File: src/rtl/mel_pkg.sv
package mel_pkg;
  localparam int OFS_W  = 4;
  localparam int DATA_W = 32;
  localparam int NSRC   = 2;
  localparam int SRC_CPU = 0;
  localparam int SRC_DMA = 1;

  typedef enum logic [OFS_W-1:0] {
    RA_CE_FLG  = 4'd0,
    RA_CE_CLR  = 4'd1,
    RA_CE_ADR  = 4'd2,
    RA_CE_CNT  = 4'd3,
    RA_CE_THR  = 4'd4,
    RA_UE_FLG  = 4'd5,
    RA_UE_CLR  = 4'd6,
    RA_UE_ADR  = 4'd7,
    RA_NMI_FLG = 4'd8,
    RA_NMI_CLR = 4'd9
  } reg_ofs_e;
endpackage

File: src/rtl/mel_flag_bank.sv
module mel_flag_bank #(
  parameter int N = 2
) (
  input  logic         clk,
  input  logic         rst_n,
  input  logic [N-1:0] set_vec,
  input  logic         clr_wr,
  input  logic [N-1:0] clr_vec,
  output logic [N-1:0] flags
);
  for (genvar i = 0; i < N; i++) begin : g_bit
    logic q;
    always_ff @(posedge clk) begin
      if (!rst_n)                   q <= 1'b0;
      else if (set_vec[i])          q <= 1'b1;   // event beats clear
      else if (clr_wr && clr_vec[i]) q <= 1'b0;
    end
    assign flags[i] = q;
  end
endmodule

File: src/rtl/mel_addr_cap.sv
module mel_addr_cap #(
  parameter int AW = 20
) (
  input  logic          clk,
  input  logic          rst_n,
  input  logic          load,
  input  logic [AW-1:0] addr_in,
  output logic [AW-1:0] addr_q
);
  always_ff @(posedge clk) begin
    if (!rst_n)    addr_q <= '0;
    else if (load) addr_q <= addr_in;
  end
endmodule

File: src/rtl/mel_ce_counter.sv
module mel_ce_counter #(
  parameter int CW = 32
) (
  input  logic          clk,
  input  logic          rst_n,
  input  logic          evt,
  input  logic          thr_wr,
  input  logic [CW-1:0] thr_wdata,
  output logic [CW-1:0] cnt,
  output logic [CW-1:0] thr,
  output logic          irq
);
  logic          armed;
  logic          inc;
  logic          at_max;
  logic [CW-1:0] cnt_nx;

  always_comb begin
    armed  = (thr != '0);
    inc    = evt && armed;
    at_max = &cnt;
    cnt_nx = (inc && !at_max) ? cnt + 1'b1 : cnt;
  end

  always_ff @(posedge clk) begin
    if (!rst_n) begin
      cnt <= '0;
      thr <= '0;
      irq <= 1'b0;
    end else begin
      cnt <= cnt_nx;
      irq <= inc && (cnt_nx >= thr);
      if (thr_wr) thr <= thr_wdata;
    end
  end
endmodule

File: src/rtl/mel_regif.sv
module mel_regif
  import mel_pkg::*;
#(
  parameter int AW = 20,
  parameter int CW = 32
) (
  input  logic              clk,
  input  logic              rst_n,
  input  logic              reg_valid,
  input  logic              reg_write,
  input  logic [OFS_W-1:0]  reg_offset,
  input  logic [DATA_W-1:0] reg_wdata,
  input  logic [NSRC-1:0]   ce_flg,
  input  logic [AW-1:0]     ce_adr,
  input  logic [CW-1:0]     ce_cnt,
  input  logic [CW-1:0]     ce_thr,
  input  logic [NSRC-1:0]   ue_flg,
  input  logic [AW-1:0]     ue_adr,
  input  logic              nmi_flg,
  output logic              ce_clr_wr,
  output logic              ue_clr_wr,
  output logic              nmi_clr_wr,
  output logic              thr_wr,
  output logic              rsp_valid,
  output logic [DATA_W-1:0] rsp_data
);
  logic              wr_hit;
  logic              rd_hit;
  logic [DATA_W-1:0] rd_mux;

  always_comb begin
    wr_hit     = reg_valid && reg_write;
    rd_hit     = reg_valid && !reg_write;
    ce_clr_wr  = wr_hit && (reg_offset == RA_CE_CLR);
    ue_clr_wr  = wr_hit && (reg_offset == RA_UE_CLR);
    nmi_clr_wr = wr_hit && (reg_offset == RA_NMI_CLR);
    thr_wr     = wr_hit && (reg_offset == RA_CE_THR);
  end

  always_comb begin
    rd_mux = '0;
    case (reg_offset)
      RA_CE_FLG:  rd_mux[NSRC-1:0] = ce_flg;
      RA_CE_ADR:  rd_mux[AW-1:0]   = ce_adr;
      RA_CE_CNT:  rd_mux[CW-1:0]   = ce_cnt;
      RA_CE_THR:  rd_mux[CW-1:0]   = ce_thr;
      RA_UE_FLG:  rd_mux[NSRC-1:0] = ue_flg;
      RA_UE_ADR:  rd_mux[AW-1:0]   = ue_adr;
      RA_NMI_FLG: rd_mux[0]        = nmi_flg;
      default:    rd_mux = '0;
    endcase
  end

  always_ff @(posedge clk) begin
    if (!rst_n) begin
      rsp_valid <= 1'b0;
      rsp_data  <= '0;
    end else begin
      rsp_valid <= rd_hit;
      if (rd_hit) rsp_data <= rd_mux;
    end
  end
endmodule

File: src/rtl/mel_err_log.sv
module mel_err_log
  import mel_pkg::*;
#(
  parameter int AW = 20,
  parameter int CW = 32
) (
  input  logic              clk,
  input  logic              rst_n,
  input  logic              ce_evt,
  input  logic              ue_evt,
  input  logic              evt_dma,
  input  logic [AW-1:0]     evt_addr,
  input  logic              reg_valid,
  input  logic              reg_write,
  input  logic [OFS_W-1:0]  reg_offset,
  input  logic [DATA_W-1:0] reg_wdata,
  output logic              rsp_valid,
  output logic [DATA_W-1:0] rsp_data,
  output logic              thr_irq,
  output logic              nmi_req
);
  logic [NSRC-1:0] ce_set, ue_set;
  logic [NSRC-1:0] ce_flg, ue_flg;
  logic [0:0]      nmi_flg;
  logic [AW-1:0]   ce_adr, ue_adr;
  logic [CW-1:0]   ce_cnt, ce_thr;
  logic            ce_clr_wr, ue_clr_wr, nmi_clr_wr, thr_wr;

  always_comb begin
    ce_set          = '0;
    ue_set          = '0;
    ce_set[SRC_CPU] = ce_evt && !evt_dma;
    ce_set[SRC_DMA] = ce_evt &&  evt_dma;
    ue_set[SRC_CPU] = ue_evt && !evt_dma;
    ue_set[SRC_DMA] = ue_evt &&  evt_dma;
  end

  mel_flag_bank #(.N(NSRC)) u_ce_flg (
    .clk(clk), .rst_n(rst_n), .set_vec(ce_set), .clr_wr(ce_clr_wr),
    .clr_vec(reg_wdata[NSRC-1:0]), .flags(ce_flg));

  mel_flag_bank #(.N(NSRC)) u_ue_flg (
    .clk(clk), .rst_n(rst_n), .set_vec(ue_set), .clr_wr(ue_clr_wr),
    .clr_vec(reg_wdata[NSRC-1:0]), .flags(ue_flg));

  mel_flag_bank #(.N(1)) u_nmi_flg (
    .clk(clk), .rst_n(rst_n), .set_vec(ue_evt), .clr_wr(nmi_clr_wr),
    .clr_vec(reg_wdata[0]), .flags(nmi_flg));

  mel_addr_cap #(.AW(AW)) u_ce_adr (
    .clk(clk), .rst_n(rst_n), .load(ce_evt), .addr_in(evt_addr), .addr_q(ce_adr));

  mel_addr_cap #(.AW(AW)) u_ue_adr (
    .clk(clk), .rst_n(rst_n), .load(ue_evt), .addr_in(evt_addr), .addr_q(ue_adr));

  mel_ce_counter #(.CW(CW)) u_cnt (
    .clk(clk), .rst_n(rst_n), .evt(ce_evt), .thr_wr(thr_wr),
    .thr_wdata(reg_wdata[CW-1:0]), .cnt(ce_cnt), .thr(ce_thr), .irq(thr_irq));

  mel_regif #(.AW(AW), .CW(CW)) u_regif (
    .clk(clk), .rst_n(rst_n), .reg_valid(reg_valid), .reg_write(reg_write),
    .reg_offset(reg_offset), .reg_wdata(reg_wdata),
    .ce_flg(ce_flg), .ce_adr(ce_adr), .ce_cnt(ce_cnt), .ce_thr(ce_thr),
    .ue_flg(ue_flg), .ue_adr(ue_adr), .nmi_flg(nmi_flg[0]),
    .ce_clr_wr(ce_clr_wr), .ue_clr_wr(ue_clr_wr), .nmi_clr_wr(nmi_clr_wr),
    .thr_wr(thr_wr), .rsp_valid(rsp_valid), .rsp_data(rsp_data));

  assign nmi_req = nmi_flg[0];
endmodule


File: config.mk
export PLATFORM = sky130hd
export DESIGN_NAME = mel_err_log
export DESIGN_NICKNAME = d
export VERILOG_FILES = /design/src/rtl/mel_pkg.sv /design/src/rtl/mel_flag_bank.sv /design/src/rtl/mel_addr_cap.sv /design/src/rtl/mel_ce_counter.sv /design/src/rtl/mel_regif.sv /design/src/rtl/mel_err_log.sv
export SDC_FILE = /design/constraint.sdc
export NUM_CORES = 1
export LEC_CHECK = 0
export BUFFER_PORTS_ARGS = -buffer_cell sky130_fd_sc_hd__buf_2
export CORE_AREA = 2 2 114 116
export CTS_CLUSTER_DIAMETER = 120
export DETAILED_ROUTE_END_ITERATION = 7
export DIE_AREA = 0 0 116 118
export PLACE_DENSITY = 0.84
export RECOVER_POWER = 25
export SLEW_MARGIN = 10
export SYNTH_ARGS = -nofsm -noshare
export SYNTH_HDL_FRONTEND = slang
export SYNTH_SLANG_ARGS = --single-unit
File: constraint.sdc
create_clock -name clk -period 3.9 [get_ports clk]
set_input_delay 0.585 -clock clk [delete_from_list [all_inputs] [get_ports clk]]
set_output_delay 0.585 -clock clk [all_outputs]
set_load 0.005 [all_outputs]
-- After elaboration in Yosys (flattened, before gate mapping)
Index checks and enable logic that the tools add are counted.
- bits in registers: 143
- latch bits: 0
- memory bits (writable): 0
- memory bits (read-only): 0
- output and inout bits: 35
- memories kept: 0
- add/subtract/negate cells: 1
- multiply operators: 0
- div/mod/pow operators: 0
- magnitude comparators: 1
- equal/unequal tests: 9
- shift operators: 0
- multiplexer cells: 15
- bitwise logic cells: 0
- reductions and logical operators: 29
- operators by type and width (kind ; count):
    $pmux 18 s4 ; 1
    $add 32x1->32 const B ; 1
    $ge 32x32->1 ; 1
    $mux 32 ; 1
    $reduce_and 32->1 ; 1
    $reduce_bool 32->1 ; 1
    $pmux 12 s2 ; 1
    $logic_and 1x1->1 ; 18
    $eq 4x3->1 const B ; 4
    $mux 1 ; 10
    $reduce_bool 2->1 ; 5
    $eq 4x2->1 const B ; 2
    $eq 4x4->1 const B ; 2
    $pmux 1 s7 ; 1
    $pmux 1 s6 ; 1
    $eq 4x1->1 const B ; 1
    $logic_not 4->1 ; 1
    $logic_not 1->1 ; 3

-- Logic depth before layout (Yosys ltp)
- depth after elaboration: 6
- depth in mapped cells: 14
- mapped depth without buffers: 13

-- Modules after synthesis
Synthesis repeated with hierarchy kept, for this count alone.
- cell total of the unflattened synthesis: 777
- area, all modules: 7335.8 um^2
- modules (own cells, without submodules) (module ; instances ; cells each ; area each (um^2)):
    mel_ce_counter ; 1 ; 418 ; 3703.6
    mel_regif ; 1 ; 203 ; 1890.6
    mel_addr_cap ; 2 ; 64 ; 755.7
    mel_flag_bank at u_ce_flg ... ; 2 ; 10 ; 85.1
    mel_flag_bank at u_nmi_flg ; 1 ; 4 ; 35.0
    mel_err_log ; 1 ; 4 ; 25.0

-- Worst setup path before layout
Ideal clock, no wire load.
- kind: register to register
- start: register u_cnt.cnt[24]
- end: register u_cnt.irq
- setup time: 120 ps
- data arrival time: 3193 ps
- data required time: 3780 ps
- path slack: 588 ps
- cell stages (with the launch flop): 14
- period minus slack after synthesis: 3312 ps
- path through: dfxtp_1 > clkbuf_1 > nand2_1 > or4_4 > nor4_4 > nor3_2 > and3_1 > xor2_1 > ha_1 > nand4_1 > a21oi_1 > a2111oi_0 > nor3_1 > o31a_1
- longest elaborated chain between the ends: 6
- ends and longest elaborated chain (what ; line ; text):
    start: declaration ; mel_ce_counter.sv:9 ; output logic [CW-1:0] cnt,
    start signal: assignment ; mel_ce_counter.sv:31 ; cnt <= cnt_nx;
    $reduce_and 32->1 ; mel_ce_counter.sv:21 ; at_max = &cnt;
    $logic_not 1->1 ; mel_ce_counter.sv:22 ; cnt_nx = (inc && !at_max) ? cnt + 1'b1 : cnt;
    $logic_and 1x1->1 ; mel_ce_counter.sv:22 ;
    $mux 32 ; mel_ce_counter.sv:22 ;
    net u_cnt.cnt_nx[21] ; mel_ce_counter.sv:16 ; logic [CW-1:0] cnt_nx;
    $ge 32x32->1 ; mel_ce_counter.sv:32 ; irq <= inc && (cnt_nx >= thr);
    $logic_and 1x1->1 ; mel_ce_counter.sv:32 ;
    end signal: assignment ; mel_ce_counter.sv:32 ;
    end: declaration ; mel_ce_counter.sv:11 ; output logic irq
The timed path passes the listed nets, and every way through them passes these cells.
A chain may end at the register's enable or synchronous reset.

-- Final worst setup path
- start: register u_cnt.cnt[19]
- end: register u_cnt.irq
Same word-level chain as after synthesis.

==> impl_summary.txt <==
----------------------------------------------------
[Outcome]
  Run status ... finished with violations
  Violated checks ... max-capacitance violations, max-slew violations

[Synthesis]
  Synth area leaders ... dfxtp_1 (40%), mux2i_1 (8.2%), nand2_1 (6.2%)
  Proportion of synthesized chip area in sequential cells ... 0.402
  Synth Net Count ... 936
  Count of distinct cell types in the synthesized netlist ... 50
  Mean post-synth cell area ... 8.48 um^2
  Area of the mapped netlist ... 7120 um^2
  Multiplexer area fraction after synthesis ... 0.0852
  Most frequent cell after synthesis ... dfxtp_1
  Simple-gate share of the synthesized area ... 0.226
  Leading cell types by count after synthesis ... dfxtp_1 (143), nand2_1 (117), nor2_1 (70)
  Post-Synth XOR/XNOR Area ... 0.0393
  Post-synth top area share ... 0.402
  Cells after Synth ... 840
  Count of synthesis-stage warnings from yosys ... 0
  Largest area contributor in the synthesized netlist ... dfxtp_1
  Number of synthesized flops with an enable pin ... 0
  Share of async-settable or async-resettable flops after synthesis ... 0
  Yosys reg bits ... 143
  Post-synthesis compound-gate area fraction ... 0.142
  Adder-Cell Fraction of Synth Area ... 0.0580
  Main combinational cell family by area after synthesis ... simple AND/OR/NAND/NOR gates
  Most used flip-flop cell after synthesis ... dfxtp_1

[Timing]
  Final clock period utilization by the worst path ... 0.906
  Clock skew ... 6.45 ps
  Total count of max-transition violations in the final report ... 89
  Setup TNS ... 0 ps
  Setup repair after global routing missed its margin ... no
  Top achievable clock speed ... 0.283 GHz
  Final worst path period need ... 3530 ps
  Count of final setup violators ... 0
  Final number of hold-violating endpoints ... 0
  Worst Max-Slew Pin Slew ... 1990 ps
  Headroom to the max-slew limit ... -0.326

[Worst setup path]
  Critical path peak fanout ... 7
  Critical Path Slowest Stage Cell ... or4_4
  Startpoint of the most critical register-to-register path ... u_cnt.cnt[19]
  Depth of the worst register-to-register path ... 13
  Endpoint of the worst register-to-register path ... u_cnt.irq
  Critical path data arrival time ... 3840 ps
  List of cells traversed by the critical path ... nand3_1 -> or4_4 -> nor3_1 -> nor2_2 -> nand4_1 -> xnor2_1 -> ha_1 -> a21o_1 -> nand3_1 -> a21oi_1 -> a2111oi_0 -> nor3_1 -> o31a_1
  Worst reg-to-reg setup slack ... 370 ps
  Category of the critical setup timing path ... reg2reg
  Crit path required time ... 4210 ps
  Highest cell delay on the worst timing path ... 600 ps
  Type of element launching the critical path ... register
  Crit path capture type ... register

[Final layout]
  Layout cell share with drive strength beyond 1 ... 0.148
  Antenna fix cells ... 0
  Final Net Count ... 1012
  Area added between synthesis and finish ... 16.3%

[GRT]
  First-pass GRT wire length ... 28.9 mm
  Antenna violations before repair ... 0
  Total grt overflow ... 0
  Overall routing resource usage ... 0.263
  Pin count of the biggest net entering global routing ... 68
  Number of global-route vias before repair ... 5872

[Place]
  Count of buffers inserted at the top-level ports ... 97
  Post-DP HPWL ... 12.2 mm
  RD Place Congestion ... 0.899

[Die]
  I/O pin cnt ... 98
  Effective utilization at floorplan ... 0.574
  Die height ... 118 um
  Standard-cell row count ... 41
  Placeable core region ... 12400 um^2
  Area of the die ... 13700 um^2
  Chip width ... 116 um

[Clock tree]
  Number of buffers on the longest clock path ... 2
  Number of hold buffers added after cts ... 0
  Worst-skew pair later-pin latency ... 420 ps
  Number of buffers added for setup after CTS ... 0
  Cts bufs inserted ... 17
  Clock tree from TritonCTS ... yes
  # resized after CTS ... 0
  Number of levels in the clock H-tree ... 4
  Clock sink count ... 143
  Buffer type at the clock tree root ... clkbuf_16
  Clock edge transition at the registers on the reported setup and hold paths ... 60 ps

[Run]
  Number of max-cap violations ... 2

[Pwr]
  Total power draw ... 0.00335 W
  Static leakage power ... 3.52 nW
  IR Drop Worst-Case VDD ... 0.374 mV
  Pwr Density ... 405 nW/um^2

[Min path]
  Hold Path Depth ... 3
  HP Class ... in2reg
  Hold Path Origin ... reg_wdata[6]
  Hold Path Sink ... u_cnt.thr[6]

[Routing]
  Residual DRC count ... 0
  Detail-routed net length per standard cell ... 16.0 um
  Drt via density ... 5.73
  Via count ... 6298
  Routed wire length ... 17.6 mm
  DRC violation total after the first TritonRoute iteration ... 439
  Count of TritonRoute iterations in the first routing pass ... 6
  Number of nets with antenna violations after detailed routing ... 0

----------------------------------------------------
## critical path: cells and delay by family (launching register included)
family / cells / cell delay (ps)
compound gates: 4 / 930
simple gates: 7 / 1730
xor+xnor: 1 / 110
flops: 1 / 460
fa+ha+maj: 1 / 190
## cell usage in the layout (no fill, tap or decap), types with 13 or more instances in the layout
master	instances
nor2_1	69
inv_1	37
nand2b_1	18
nor4_1	17
and2_1	15
a21oi_1	65
a22oi_1	13
a222oi_1	18
nand2_1	117
ha_1	33
dfxtp_1	143
clkbuf_1	15
clkbuf_16	17
xnor2_1	18
o21a_1	18
a211oi_1	13
nor2b_1	20
nand3_1	20
nand4_1	17
xor2_1	14
mux2i_1	58
buf_2	86
## cell families (layout without fill, tap and decap cells)
logic type,count (synthesis),after routing
and+or+nand+nor,329,329
AOI/OAI and AO/OA,153,153
DFF,143,143
buffers and inverters,90,178
muxes,60,60
adders and majority gates,33,33
xor gates and xnor gates,32,32
## power by group
group          internal [W]  leakage [nW]  switching [W]
sequential          0.00150          1.16      0.0000251
clock              0.000963         0.278       0.000639
combinational     0.0000912          2.08       0.000131
total               0.00256          3.52       0.000796
## how the worst max path moves through the flow
| stage | endpoint | slack [ps] | startpoint | cells after the start |
|---|---|---|---|---|
| final | u_cnt.irq | 370 | u_cnt.cnt[19] | 13 |
| after CTS | u_cnt.irq | 370 | u_cnt.cnt[3] | 13 |
| after global placement | u_cnt.irq | 480 | u_cnt.cnt[3] | 13 |
| after detailed placement | u_cnt.irq | 410 | u_cnt.cnt[18] | 13 |
| after floorplan | u_cnt.irq | 590 | u_cnt.cnt[24] | 13 |
| after global routing | u_cnt.irq | 40 | u_cnt.cnt[9] | 12 |
## area by class of cell
class	instances	area, um^2
fill	1053	4130
multi-input combinational	607	3930
sequential	143	2860
timing repair buffer	110	557
clock buffer	20	447
tap	172	215
inverter	37	139
clock inverter	11	133
## state kept, by name, summed over array words and instances, names as in the netlist, 2 cells and up
name / flops
u_cnt.thr: 32
u_ce_adr.addr_q: 20
u_cnt.cnt: 32
u_ue_adr.addr_q: 20
u_regif.rsp_data: 32
u_ue_flg.g_bit.q: 2
u_ce_flg.g_bit.q: 2
## per-stage QoR
step                hold WS (ps)  area [um^2]  std cells   util  worst slack (ps)
finish                       395         8290       1100  0.668               367
global route                 396         8290       1100  0.668              40.6
CTS                          389         8310       1100  0.669               375
detailed placement           479         7730       1069  0.623               409
global placement             469         7730       1069  0.623               476
floorplan                    451         7120        840      -               588
## per-layer routing
layer	part of all wire	vias to the layer above	track usage
met5	0	-	0
met4	0.018	0	0.0915
met3	0.062	23	0.0582
met2	0.46	219	0.415
met1	0.46	2961	0.354
li1	-	3095	-
(Power assumes the default switching activity.)
